--- src/rtl/bgp_pkg.sv ---
package bgp_pkg;
  localparam int BGP_NBANK = 4;
  localparam int BGP_BANK_W = 2;

  typedef enum logic [3:0] {
    K_LVL, K_DIR, K_SET, K_CLR, K_REN, K_FEN, K_EDG, K_AFL, K_AFU
  } bgp_kind_e;

  typedef struct packed {
    logic                  hit;
    bgp_kind_e             kind;
    logic [BGP_BANK_W-1:0] bank;
  } bgp_dec_t;

  function automatic bgp_dec_t bgp_map(input logic [31:0] a);
    bgp_dec_t r;
    r.hit  = 1'b1;
    r.kind = K_LVL;
    r.bank = '0;
    case (a)
      32'h000: begin r.kind = K_LVL; r.bank = 2'd0; end
      32'h004: begin r.kind = K_LVL; r.bank = 2'd1; end
      32'h008: begin r.kind = K_LVL; r.bank = 2'd2; end
      32'h100: begin r.kind = K_LVL; r.bank = 2'd3; end
      32'h00C: begin r.kind = K_DIR; r.bank = 2'd0; end
      32'h010: begin r.kind = K_DIR; r.bank = 2'd1; end
      32'h014: begin r.kind = K_DIR; r.bank = 2'd2; end
      32'h10C: begin r.kind = K_DIR; r.bank = 2'd3; end
      32'h018: begin r.kind = K_SET; r.bank = 2'd0; end
      32'h01C: begin r.kind = K_SET; r.bank = 2'd1; end
      32'h020: begin r.kind = K_SET; r.bank = 2'd2; end
      32'h118: begin r.kind = K_SET; r.bank = 2'd3; end
      32'h024: begin r.kind = K_CLR; r.bank = 2'd0; end
      32'h028: begin r.kind = K_CLR; r.bank = 2'd1; end
      32'h02C: begin r.kind = K_CLR; r.bank = 2'd2; end
      32'h124: begin r.kind = K_CLR; r.bank = 2'd3; end
      32'h030: begin r.kind = K_REN; r.bank = 2'd0; end
      32'h034: begin r.kind = K_REN; r.bank = 2'd1; end
      32'h038: begin r.kind = K_REN; r.bank = 2'd2; end
      32'h130: begin r.kind = K_REN; r.bank = 2'd3; end
      32'h03C: begin r.kind = K_FEN; r.bank = 2'd0; end
      32'h040: begin r.kind = K_FEN; r.bank = 2'd1; end
      32'h044: begin r.kind = K_FEN; r.bank = 2'd2; end
      32'h13C: begin r.kind = K_FEN; r.bank = 2'd3; end
      32'h048: begin r.kind = K_EDG; r.bank = 2'd0; end
      32'h04C: begin r.kind = K_EDG; r.bank = 2'd1; end
      32'h050: begin r.kind = K_EDG; r.bank = 2'd2; end
      32'h148: begin r.kind = K_EDG; r.bank = 2'd3; end
      32'h054: begin r.kind = K_AFL; r.bank = 2'd0; end
      32'h05C: begin r.kind = K_AFL; r.bank = 2'd1; end
      32'h064: begin r.kind = K_AFL; r.bank = 2'd2; end
      32'h06C: begin r.kind = K_AFL; r.bank = 2'd3; end
      32'h058: begin r.kind = K_AFU; r.bank = 2'd0; end
      32'h060: begin r.kind = K_AFU; r.bank = 2'd1; end
      32'h068: begin r.kind = K_AFU; r.bank = 2'd2; end
      32'h070: begin r.kind = K_AFU; r.bank = 2'd3; end
      default: r.hit = 1'b0;
    endcase
    return r;
  endfunction
endpackage

--- src/rtl/bgp_sync.sv ---
module bgp_sync #(
  parameter int W = 128
) (
  input  logic         clk,
  input  logic         rst_n,
  input  logic [W-1:0] d,
  output logic [W-1:0] q
);
  logic [W-1:0] meta;

  always_ff @(posedge clk) begin
    if (!rst_n) begin
      meta <= '0;
      q    <= '0;
    end else begin
      meta <= d;
      q    <= meta;
    end
  end
endmodule

--- src/rtl/bgp_decode.sv ---
module bgp_decode
  import bgp_pkg::*;
#(
  parameter int ADDR_W = 12
) (
  input  logic [ADDR_W-1:0]     addr,
  output logic                  hit,
  output bgp_kind_e             kind,
  output logic [BGP_BANK_W-1:0] bank
);
  bgp_dec_t d;

  always_comb begin
    d    = bgp_map(32'(addr));
    hit  = d.hit;
    kind = d.kind;
    bank = d.bank;
  end
endmodule

--- src/rtl/bgp_bank.sv ---
module bgp_bank
  import bgp_pkg::*;
#(
  parameter int PIN_W = 32
) (
  input  logic             clk,
  input  logic             rst_n,
  input  logic             we,
  input  bgp_kind_e        kind,
  input  logic [PIN_W-1:0] wdata,
  input  logic [PIN_W-1:0] pin_s,
  output logic [PIN_W-1:0] dir_q,
  output logic [PIN_W-1:0] lat_q,
  output logic [PIN_W-1:0] setw_q,
  output logic [PIN_W-1:0] ren_q,
  output logic [PIN_W-1:0] fen_q,
  output logic [PIN_W-1:0] edg_q,
  output logic [PIN_W-1:0] afl_q,
  output logic [PIN_W-1:0] afu_q,
  output logic [PIN_W-1:0] lvl
);
  logic [PIN_W-1:0] pin_p;
  logic [PIN_W-1:0] evt;
  logic [PIN_W-1:0] edg_d;

  assign lvl = (lat_q & dir_q) | (pin_s & ~dir_q);
  assign evt = ~dir_q & ((ren_q & pin_s & ~pin_p) | (fen_q & ~pin_s & pin_p));

  always_comb begin
    edg_d = edg_q;
    if (we && kind == K_EDG) edg_d = edg_q & ~wdata;
    edg_d = edg_d | evt;
  end

  always_ff @(posedge clk) begin
    if (!rst_n) begin
      dir_q  <= '0;
      lat_q  <= '0;
      setw_q <= '0;
      ren_q  <= '0;
      fen_q  <= '0;
      edg_q  <= '0;
      afl_q  <= '0;
      afu_q  <= '0;
      pin_p  <= '0;
    end else begin
      pin_p <= pin_s;
      edg_q <= edg_d;
      if (we) begin
        case (kind)
          K_DIR: dir_q <= wdata;
          K_SET: begin lat_q <= lat_q | wdata; setw_q <= wdata; end
          K_CLR: lat_q <= lat_q & ~wdata;
          K_REN: ren_q <= wdata;
          K_FEN: fen_q <= wdata;
          K_AFL: afl_q <= wdata;
          K_AFU: afu_q <= wdata;
          default: ;
        endcase
      end
    end
  end
endmodule

--- src/rtl/bgpio_ctrl.sv ---
module bgpio_ctrl
  import bgp_pkg::*;
#(
  parameter int PIN_W  = 32,
  parameter int ADDR_W = 12
) (
  input  logic                      clk,
  input  logic                      rst_n,
  input  logic                      req_valid,
  output logic                      req_ready,
  input  logic                      req_write,
  input  logic [ADDR_W-1:0]         req_addr,
  input  logic [PIN_W-1:0]          req_wdata,
  output logic                      rsp_valid,
  input  logic                      rsp_ready,
  output logic [PIN_W-1:0]          rsp_rdata,
  output logic                      rsp_err,
  input  logic [BGP_NBANK*PIN_W-1:0] pin_in,
  output logic [BGP_NBANK*PIN_W-1:0] pin_oe,
  output logic [BGP_NBANK*PIN_W-1:0] pin_out
);
  localparam int PINS = BGP_NBANK * PIN_W;
  localparam logic [PIN_W-1:0] CLR_RD = {(PIN_W/2){2'b10}};

  logic [PINS-1:0]       pin_s;
  logic                  hit;
  bgp_kind_e             kind;
  logic [BGP_BANK_W-1:0] bank;
  logic                  acc;
  logic                  wr;
  logic [PIN_W-1:0]      rd;

  logic [PIN_W-1:0] dir_a  [BGP_NBANK];
  logic [PIN_W-1:0] lat_a  [BGP_NBANK];
  logic [PIN_W-1:0] setw_a [BGP_NBANK];
  logic [PIN_W-1:0] ren_a  [BGP_NBANK];
  logic [PIN_W-1:0] fen_a  [BGP_NBANK];
  logic [PIN_W-1:0] edg_a  [BGP_NBANK];
  logic [PIN_W-1:0] afl_a  [BGP_NBANK];
  logic [PIN_W-1:0] afu_a  [BGP_NBANK];
  logic [PIN_W-1:0] lvl_a  [BGP_NBANK];

  assign req_ready = !rsp_valid || rsp_ready;
  assign acc       = req_valid && req_ready;
  assign wr        = acc && req_write && hit;

  bgp_sync #(.W(PINS)) u_sync (
    .clk(clk), .rst_n(rst_n), .d(pin_in), .q(pin_s)
  );

  bgp_decode #(.ADDR_W(ADDR_W)) u_dec (
    .addr(req_addr), .hit(hit), .kind(kind), .bank(bank)
  );

  for (genvar b = 0; b < BGP_NBANK; b++) begin : g_bank
    bgp_bank #(.PIN_W(PIN_W)) u_bank (
      .clk(clk), .rst_n(rst_n),
      .we(wr && (bank == BGP_BANK_W'(b))),
      .kind(kind), .wdata(req_wdata),
      .pin_s(pin_s[b*PIN_W +: PIN_W]),
      .dir_q(dir_a[b]), .lat_q(lat_a[b]), .setw_q(setw_a[b]),
      .ren_q(ren_a[b]), .fen_q(fen_a[b]), .edg_q(edg_a[b]),
      .afl_q(afl_a[b]), .afu_q(afu_a[b]), .lvl(lvl_a[b])
    );
    assign pin_oe[b*PIN_W +: PIN_W]  = dir_a[b];
    assign pin_out[b*PIN_W +: PIN_W] = lat_a[b] & dir_a[b];
  end

  always_comb begin
    rd = '0;
    if (hit) begin
      case (kind)
        K_LVL:   rd = lvl_a[bank];
        K_DIR:   rd = dir_a[bank];
        K_SET:   rd = setw_a[bank];
        K_CLR:   rd = CLR_RD;
        K_REN:   rd = ren_a[bank];
        K_FEN:   rd = fen_a[bank];
        K_EDG:   rd = edg_a[bank];
        K_AFL:   rd = afl_a[bank];
        K_AFU:   rd = afu_a[bank];
        default: rd = '0;
      endcase
    end
  end

  always_ff @(posedge clk) begin
    if (!rst_n) begin
      rsp_valid <= 1'b0;
      rsp_rdata <= '0;
      rsp_err   <= 1'b0;
    end else if (acc) begin
      rsp_valid <= 1'b1;
      rsp_rdata <= req_write ? '0 : rd;
      rsp_err   <= !hit;
    end else if (rsp_ready) begin
      rsp_valid <= 1'b0;
    end
  end
endmodule

--- config.mk ---
export PLATFORM = sky130hd
export DESIGN_NAME = bgpio_ctrl
export DESIGN_NICKNAME = d
export VERILOG_FILES = /design/src/rtl/bgp_pkg.sv /design/src/rtl/bgp_sync.sv /design/src/rtl/bgp_decode.sv /design/src/rtl/bgp_bank.sv /design/src/rtl/bgpio_ctrl.sv
export SDC_FILE = /design/constraint.sdc
export NUM_CORES = 2
export LEC_CHECK = 0
export BUFFER_PORTS_ARGS = -buffer_cell sky130_fd_sc_hd__clkbuf_2
export CORE_ASPECT_RATIO = 1.5
export CORE_MARGIN = 4
export CORE_UTILIZATION = 30
export DETAILED_ROUTE_END_ITERATION = 16
export PLACE_DENSITY_LB_ADDON = 0.08
export REMOVE_ABC_BUFFERS = 1
export SLEW_MARGIN = 15
export SYNTH_ARGS = -nofsm -noshare
export SYNTH_HDL_FRONTEND = slang
export SYNTH_SLANG_ARGS = --single-unit
--- constraint.sdc ---
create_clock -name clk -period 5.03 [get_ports clk]
set_clock_uncertainty 0.2 [all_clocks]
set_input_delay 0.2515 -clock clk [delete_from_list [all_inputs] [get_ports clk]]
set_output_delay 0.2515 -clock clk [all_outputs]
set_load 0.1 [all_outputs]
# Word level (Yosys, flattened, before mapping)
# Index checks and enable logic that the tools add are counted.
[word_totals]
elab_cells = 241
in_bits = 177
reg_bits = 1442
[classes]
n_bitwise = 66
eq_ne = 46
magnitude_cmp = 1
reduce_logical = 48
n_mux = 39
[ops]
columns = ["operator", "n"]
rows = [
  ["$and A32 B32 Y32", 36],
  ["$mux W32", 22],
  ["$bmux W32 S2", 8],
  ["$or A32 B32 Y32", 16],
  ["$not A32 Y32", 13],
  ["$pmux W32 S9", 1],
  ["$pmux W32 S2", 4],
  ["$pmux W6 S35", 1],
  ["$eq A12 B7 Y1 const B", 13],
  ["$eq A12 B6 Y1 const B", 8],
  ["$eq A12 B9 Y1 const B", 7],
  ["$reduce_and A2 Y1", 28],
  ["$eq A12 B5 Y1 const B", 4],
  ["$reduce_or A36 Y1", 1],
  ["$eq A12 B4 Y1 const B", 2],
  ["$eq A4 B3 Y1 const B", 4],
  ["$eq A12 B3 Y1 const B", 1],
  ["$logic_not A12 Y1", 1],
  ["$logic_and A1 B1 Y1", 11],
  ["$eq A4 B2 Y1 const B", 2],
  ["$eq A2 B2 Y1 const B", 2],
  ["$eq A4 B1 Y1 const B", 1],
  ["$eq A4 B4 Y1 const B", 1],
  ["$logic_not A4 Y1", 1],
  ["other kinds (8)", 12],
]

# Longest topological paths before layout
[depth]
ltp_word = 9
depth_mapped = 15

# By module
# Synthesis repeated with hierarchy kept, for this count alone.
[unflattened]
cells_unflattened = 5892
area_unflattened_um2 = 61497.7
[by_module_without_submodules]
columns = ["mod", "n_inst", "cells_each", "area_each_um2", "seq_area_each_um2"]
rows = [
  ["bgp_bank", 4, 1113, 11068.1, 5765.5],
  ["bgpio_ctrl", 1, 768, 9535.4, 680.7],
  ["bgp_sync", 1, 540, 6870.3, 5124.9],
  ["bgp_decode", 1, 132, 819.5, 0.0],
]

# Worst setup path after synthesis
# Ideal clock, no wire load.
[synth_path]
kind = "reg-to-reg"
startpoint = "register rsp_valid"
endpoint = "register g_bank[0].u_bank.dir_q[18]"
path_slack_ps = 1286
t_arrival_ps = 3473
period_less_slack_ps = 3744
setup_time_ps = 71
n_path_buf = 3
stages_incl_launch_ff = 11
path_cell_list = "dfxtp_1 nand2b_1 nand2_1 a31oi_1 buf_4 and4_1 buf_2 nand2_1 clkbuf_1 nand2_1 a21boi_1"
[synth_via]
elab_chain_cells = 7
[synth_rtl]
columns = ["item", "line_no", "source"]
rows = [
  ["start: declaration", "bgpio_ctrl.sv:14", "output logic rsp_valid,"],
  ["start signal: assignment", "bgpio_ctrl.sv:89", "rsp_valid <= 1'b0;"],
  ["start signal: assignment", "bgpio_ctrl.sv:93", "rsp_valid <= 1'b1;"],
  ["start signal: assignment", "bgpio_ctrl.sv:97", "rsp_valid <= 1'b0;"],
  ["$logic_not A1 Y1", "bgpio_ctrl.sv:43", "assign req_ready = !rsp_valid || rsp_ready;"],
  ["$logic_or A1 B1 Y1", "bgpio_ctrl.sv:43", ""],
  ["named net req_ready", "bgpio_ctrl.sv:10", "output logic req_ready,"],
  ["$logic_and A1 B1 Y1", "bgpio_ctrl.sv:44", "assign acc = req_valid && req_ready;"],
  ["$logic_and A1 B1 Y1 (2 in series)", "bgpio_ctrl.sv:45", "assign wr = acc && req_write && hit;"],
  ["$logic_and A1 B1 Y1", "bgpio_ctrl.sv:58", ".we(wr && (bank == BGP_BANK_W'(b))),"],
  ["$reduce_and A2 Y1 (no line)", "--", ""],
  ["end signal: assignment", "bgp_bank.sv:51", "K_DIR: dir_q <= wdata;"],
  ["end: declaration", "bgp_bank.sv:12", "output logic [PIN_W-1:0] dir_q,"],
]
# The timed path passes the listed nets, and every way through them passes these cells.
# A chain may end at the register's enable or synchronous reset.

# Final worst setup path
[layout_path]
startpoint = "input port req_addr[9]"
endpoint = "register g_bank[1].u_bank.fen_q[8]"
[layout_via]
elab_chain_cells = 6
[layout_rtl]
columns = ["item", "line_no", "source"]
rows = [
  ["start: declaration", "bgpio_ctrl.sv:12", "input logic [ADDR_W-1:0] req_addr,"],
  ["$eq A12 B3 Y1, or another cell as far along", "bgp_pkg.sv:20", "case (a)"],
  ["$reduce_or A36 Y1 (no line)", "--", ""],
  ["$mux W1", "bgp_pkg.sv:20", ""],
  ["$logic_and A1 B1 Y1", "bgpio_ctrl.sv:45", ""],
  ["$logic_and A1 B1 Y1", "bgpio_ctrl.sv:58", ""],
  ["$reduce_and A2 Y1 (no line) *", "--", ""],
  ["end signal: assignment", "bgp_bank.sv:55", "K_FEN: fen_q <= wdata;"],
  ["end: declaration", "bgp_bank.sv:16", "output logic [PIN_W-1:0] fen_q,"],
]
# Mark *: on every way between the ends. The rest lies on a longest branch, timed or not.

==> summary.txt <==
Outcome
  – Status: complete, no violations

Worst setup path
  – Critical Path AT: 4290 ps
  – Crit Path Max Fanout: 19
  – Crit start category: input port
  – Most used cell, CP: nand2_1
  – RR Startpoint: rsp_valid
  – CP Capture Type: flop
  – WS Path Type: input port to flop
  – Required time worst endpoint: 5570 ps
  – Slowest Stage Delay on Critical Path: 600 ps
  – CP max-delay cell: nor4_1
  – Crit path launch: req_addr[9]
  – CP cell instances: clkbuf_2 -> nor3_4 -> nand2_1 -> nor4_1 -> a311oi_1 -> a31oi_1 -> buf_4 -> nand4_4 -> nor2_4 -> buf_12 -> nand2_1 -> a21boi_0

Clocking
  – Sink Count: 1442
  – CTS resizes: 0
  – Skew-Pair Late Insertion Delay: 840 ps
  – TritonCTS buffer count: 165
  – Clk buf depth: 4
  – Root Driver: clkbuf_16
  – Setup bufs post-CTS: 0
  – CTS tree: built
  – Clock transition at path regs: 60 ps
  – CTS HTree Levels: 4

Power and ir drop
  – Peak VDD IR: 299.3 uV
  – Seq pwr share: 46.5%
  – Sw frac: 23.35%
  – Leakage: 29.74 nW
  – PD cells: 317.1 mW/mm2
  – Combinational share of power: 4.1%
  – Clock power share: 49.4%
  – P_sw: 5.839 mW
  – P_int: 19.16 mW

STA
  – Final setup vio count: 0
  – Setup TNS: 0 ps
  – Final min period: 3748 ps
  – Slew Limit Fails: 0
  – Hold Worst Slack: 28.02 ps
  – RSZ-0062 raised after global routing: no
  – Max_slew headroom: 19.92%
  – Endpoints failing hold: 0
  – Worst-margin pin slew: 1201 ps
  – FMAX: 266.8 MHz
  – Worst setup margin: 1282 ps
  – Final period utilization: 74.52%

Synth
  – Post-synthesis sequential area ratio: 45.34%
  – Synth Register Bits: 1442
  – Post-synth EDFFs: 0
  – Main synth FF type: dfxtp_1
  – Post-synth ARST share: 0%
  – Mapped Cells: 7842
  – Distinct cells, synth: 93
  – Syn. warnings: 0
  – Syn_area_per_cell: 8.119 um2
  – Mapped cell area: 0.06367 mm2

Placed design
  – Area after DPL: 0.07060 mm2
  – IO Port Bufs: 467
  – Post-detail-place hpwl: 212200 um
  – Gp weighted congestion: 0.8751
  – Dpl ws: 560.1 ps

Final layout
  – Final core utilization: 37.44%
  – Design Area, Final: 0.07884 mm2
  – Area delta synth->final: 23.83%
  – Final nets: 8601
  – Share of cells above drive strength 1: 13.15%

Die
  – Top-Level Pins: 468
  – Core Area: 0.2106 mm2
  – Die Height: 572.2 um
  – Die Area: 0.2198 mm2
  – Initial core utilization: 30.24%
  – Die W: 384.2 um
  – # rows: 206

GRT
  – Pin count of the biggest net entering global routing: 185
  – First-pass GRT wire length: 446300 um
  – GRT Resource Usage Total: 28.22%
  – Number of global-route vias before repair: 57150
  – Congestion Overflow GR: 0
  – Initial antenna violation count: 26

Worst hold path
  – Hold Path Class: input port to flop
  – Hold path start: pin_in[14]

Routing
  – DR DRC count: 0
  – Remaining antenna violation count: 0
  – Post-Route WL: 322400 um
  – Vias per cell: 5.290
  – DRT iter0 DRCs: 5232
  – First-pass DRT Iterations: 9
  – DR vias: 60070
  – WL/cell: 28.39 um

Job
  – Max-cap violation count: 0
-- layer usage --
metal  GRT usage, %  wire, um  up-vias
li1               -         -    27480
met1          36.18    135500    29800
met2          47.77    152600     2266
met3          4.333     20830      522
met4          10.50     13490        0
met5              0         0        -
-- per-stage QoR --
step / power (mW) / std cells
2_1_floorplan: 12.15 / 7234
3_3_place_gp: 12.73 / 10780
3_5_place_dp: 12.73 / 10780
4_1_cts: 25.27 / 11350
5_1_grt: 25.76 / 11350
6_report: 25.00 / 11360
-- cell type report --
class / count / area [um2]
clock buffers: 242 / 4848
diodes: 7 / 17.52
flip-flops and latches: 1442 / 28870
clock inverters: 41 / 520.5
fillers: 21760 / 131700
multi-input cells: 5613 / 31970
inverters: 179 / 671.9
repair buffers: 1023 / 8427
well taps: 2808 / 3513
-- state kept, by name, summed over array words and instances, names as in the netlist, named ones only --
signal / cells
g_bank.u_bank.afl_q: 128
g_bank.u_bank.afu_q: 128
g_bank.u_bank.dir_q: 128
g_bank.u_bank.edg_q: 128
g_bank.u_bank.fen_q: 128
g_bank.u_bank.pin_p: 128
g_bank.u_bank.ren_q: 128
g_bank.u_bank.setw_q: 128
rsp_err: 1
rsp_rdata: 32
rsp_valid: 1
u_sync.meta: 128
u_sync.q: 128
-- critical path: cells and delay by family --
kind,cells,cell delay (ps)
and+or+nand+nor,6,2540
buffers and inverters,3,750
AOI/OAI and AO/OA,3,650
-- synth_stat cells (18+ instances only) --
| library cell | count | area share [%] |
|---|---|---|
| a31oi_1 | 159 | 1.6 |
| a22o_1 | 34 | 0.47 |
| o21ai_1 | 32 | 0.25 |
| a211oi_1 | 18 | 0.21 |
| buf_1 | 18 | 0.11 |
| o32ai_1 | 19 | 0.26 |
| buf_2 | 152 | 1.2 |
| clkbuf_1 | 394 | 2.3 |
| nor4_1 | 50 | 0.49 |
| a21boi_1 | 469 | 5.5 |
| a21boi_0 | 399 | 4.7 |
| inv_1 | 179 | 1.1 |
| o21ai_0 | 300 | 2.4 |
| dfxtp_1 | 1442 | 45 |
| nand3_1 | 144 | 1.1 |
| nand2_1 | 2193 | 13 |
| nor3_1 | 75 | 0.59 |
| buf_4 | 32 | 0.38 |
| nor2_1 | 242 | 1.4 |
| and2_1 | 635 | 6.2 |
| o22ai_1 | 113 | 1.1 |
| o311a_1 | 24 | 0.38 |
| nor2_2 | 23 | 0.23 |
| a21oi_1 | 109 | 0.86 |
| mux2i_1 | 306 | 4.8 |
-- layout by cell type, fill, tap and decap left out, drive strengths merged, types with 18 or more instances in the layout --
cell type	instances
nor2	266
a22o	34
a31oi	159
o22ai	113
nand2	2195
o21ai	333
clkbuf	708
and2	635
nor3	83
nand3	145
buf	272
nor4	55
clkinv	25
o32ai	19
mux2i	306
o311a	24
dlygate4sd3	285
a21boi	869
inv	183
a21oi	111
a211oi	18
dfxtp	1442
-- kinds of logic after synthesis --
logic type	count (synthesis)	share of synthesized area, %
flip-flops	1442	45.34
XOR/XNOR	9	0.1238
buffers and inverters	787	5.269
AND/OR/NAND/NOR	3472	24.64
multiplexers	321	5.076
AO/OA/AOI/OAI	1811	19.55
-- final timing paths --
path | endpoint | slack, ps | depth (start not counted)
max | g_bank[1].u_bank.fen_q[8] | 1280 | 12
min | u_sync.meta[14] | 30 | 3
max reg2reg | g_bank[1].u_bank.fen_q[8] | 1520 | 9
min reg2reg | u_sync.q[42] | 220 | 1
-- what timing repair did --
action	in CTS	in global routing
endpoints found under the hold margin	962	0
hold buffers	285	0
setup endpoints to repair	0	0
-- power by group through the flow --
stage	clock, mW	sequential, mW	combinational, mW
2_1_floorplan	0	11.8	0.307
3_3_place_gp	0	11.9	0.858
3_5_place_dp	0	11.9	0.858
4_1_cts	12.6	11.6	1.03
5_1_grt	13.0	11.6	1.11
6_report	12.4	11.6	1.03
(Power assumes the default switching activity.)
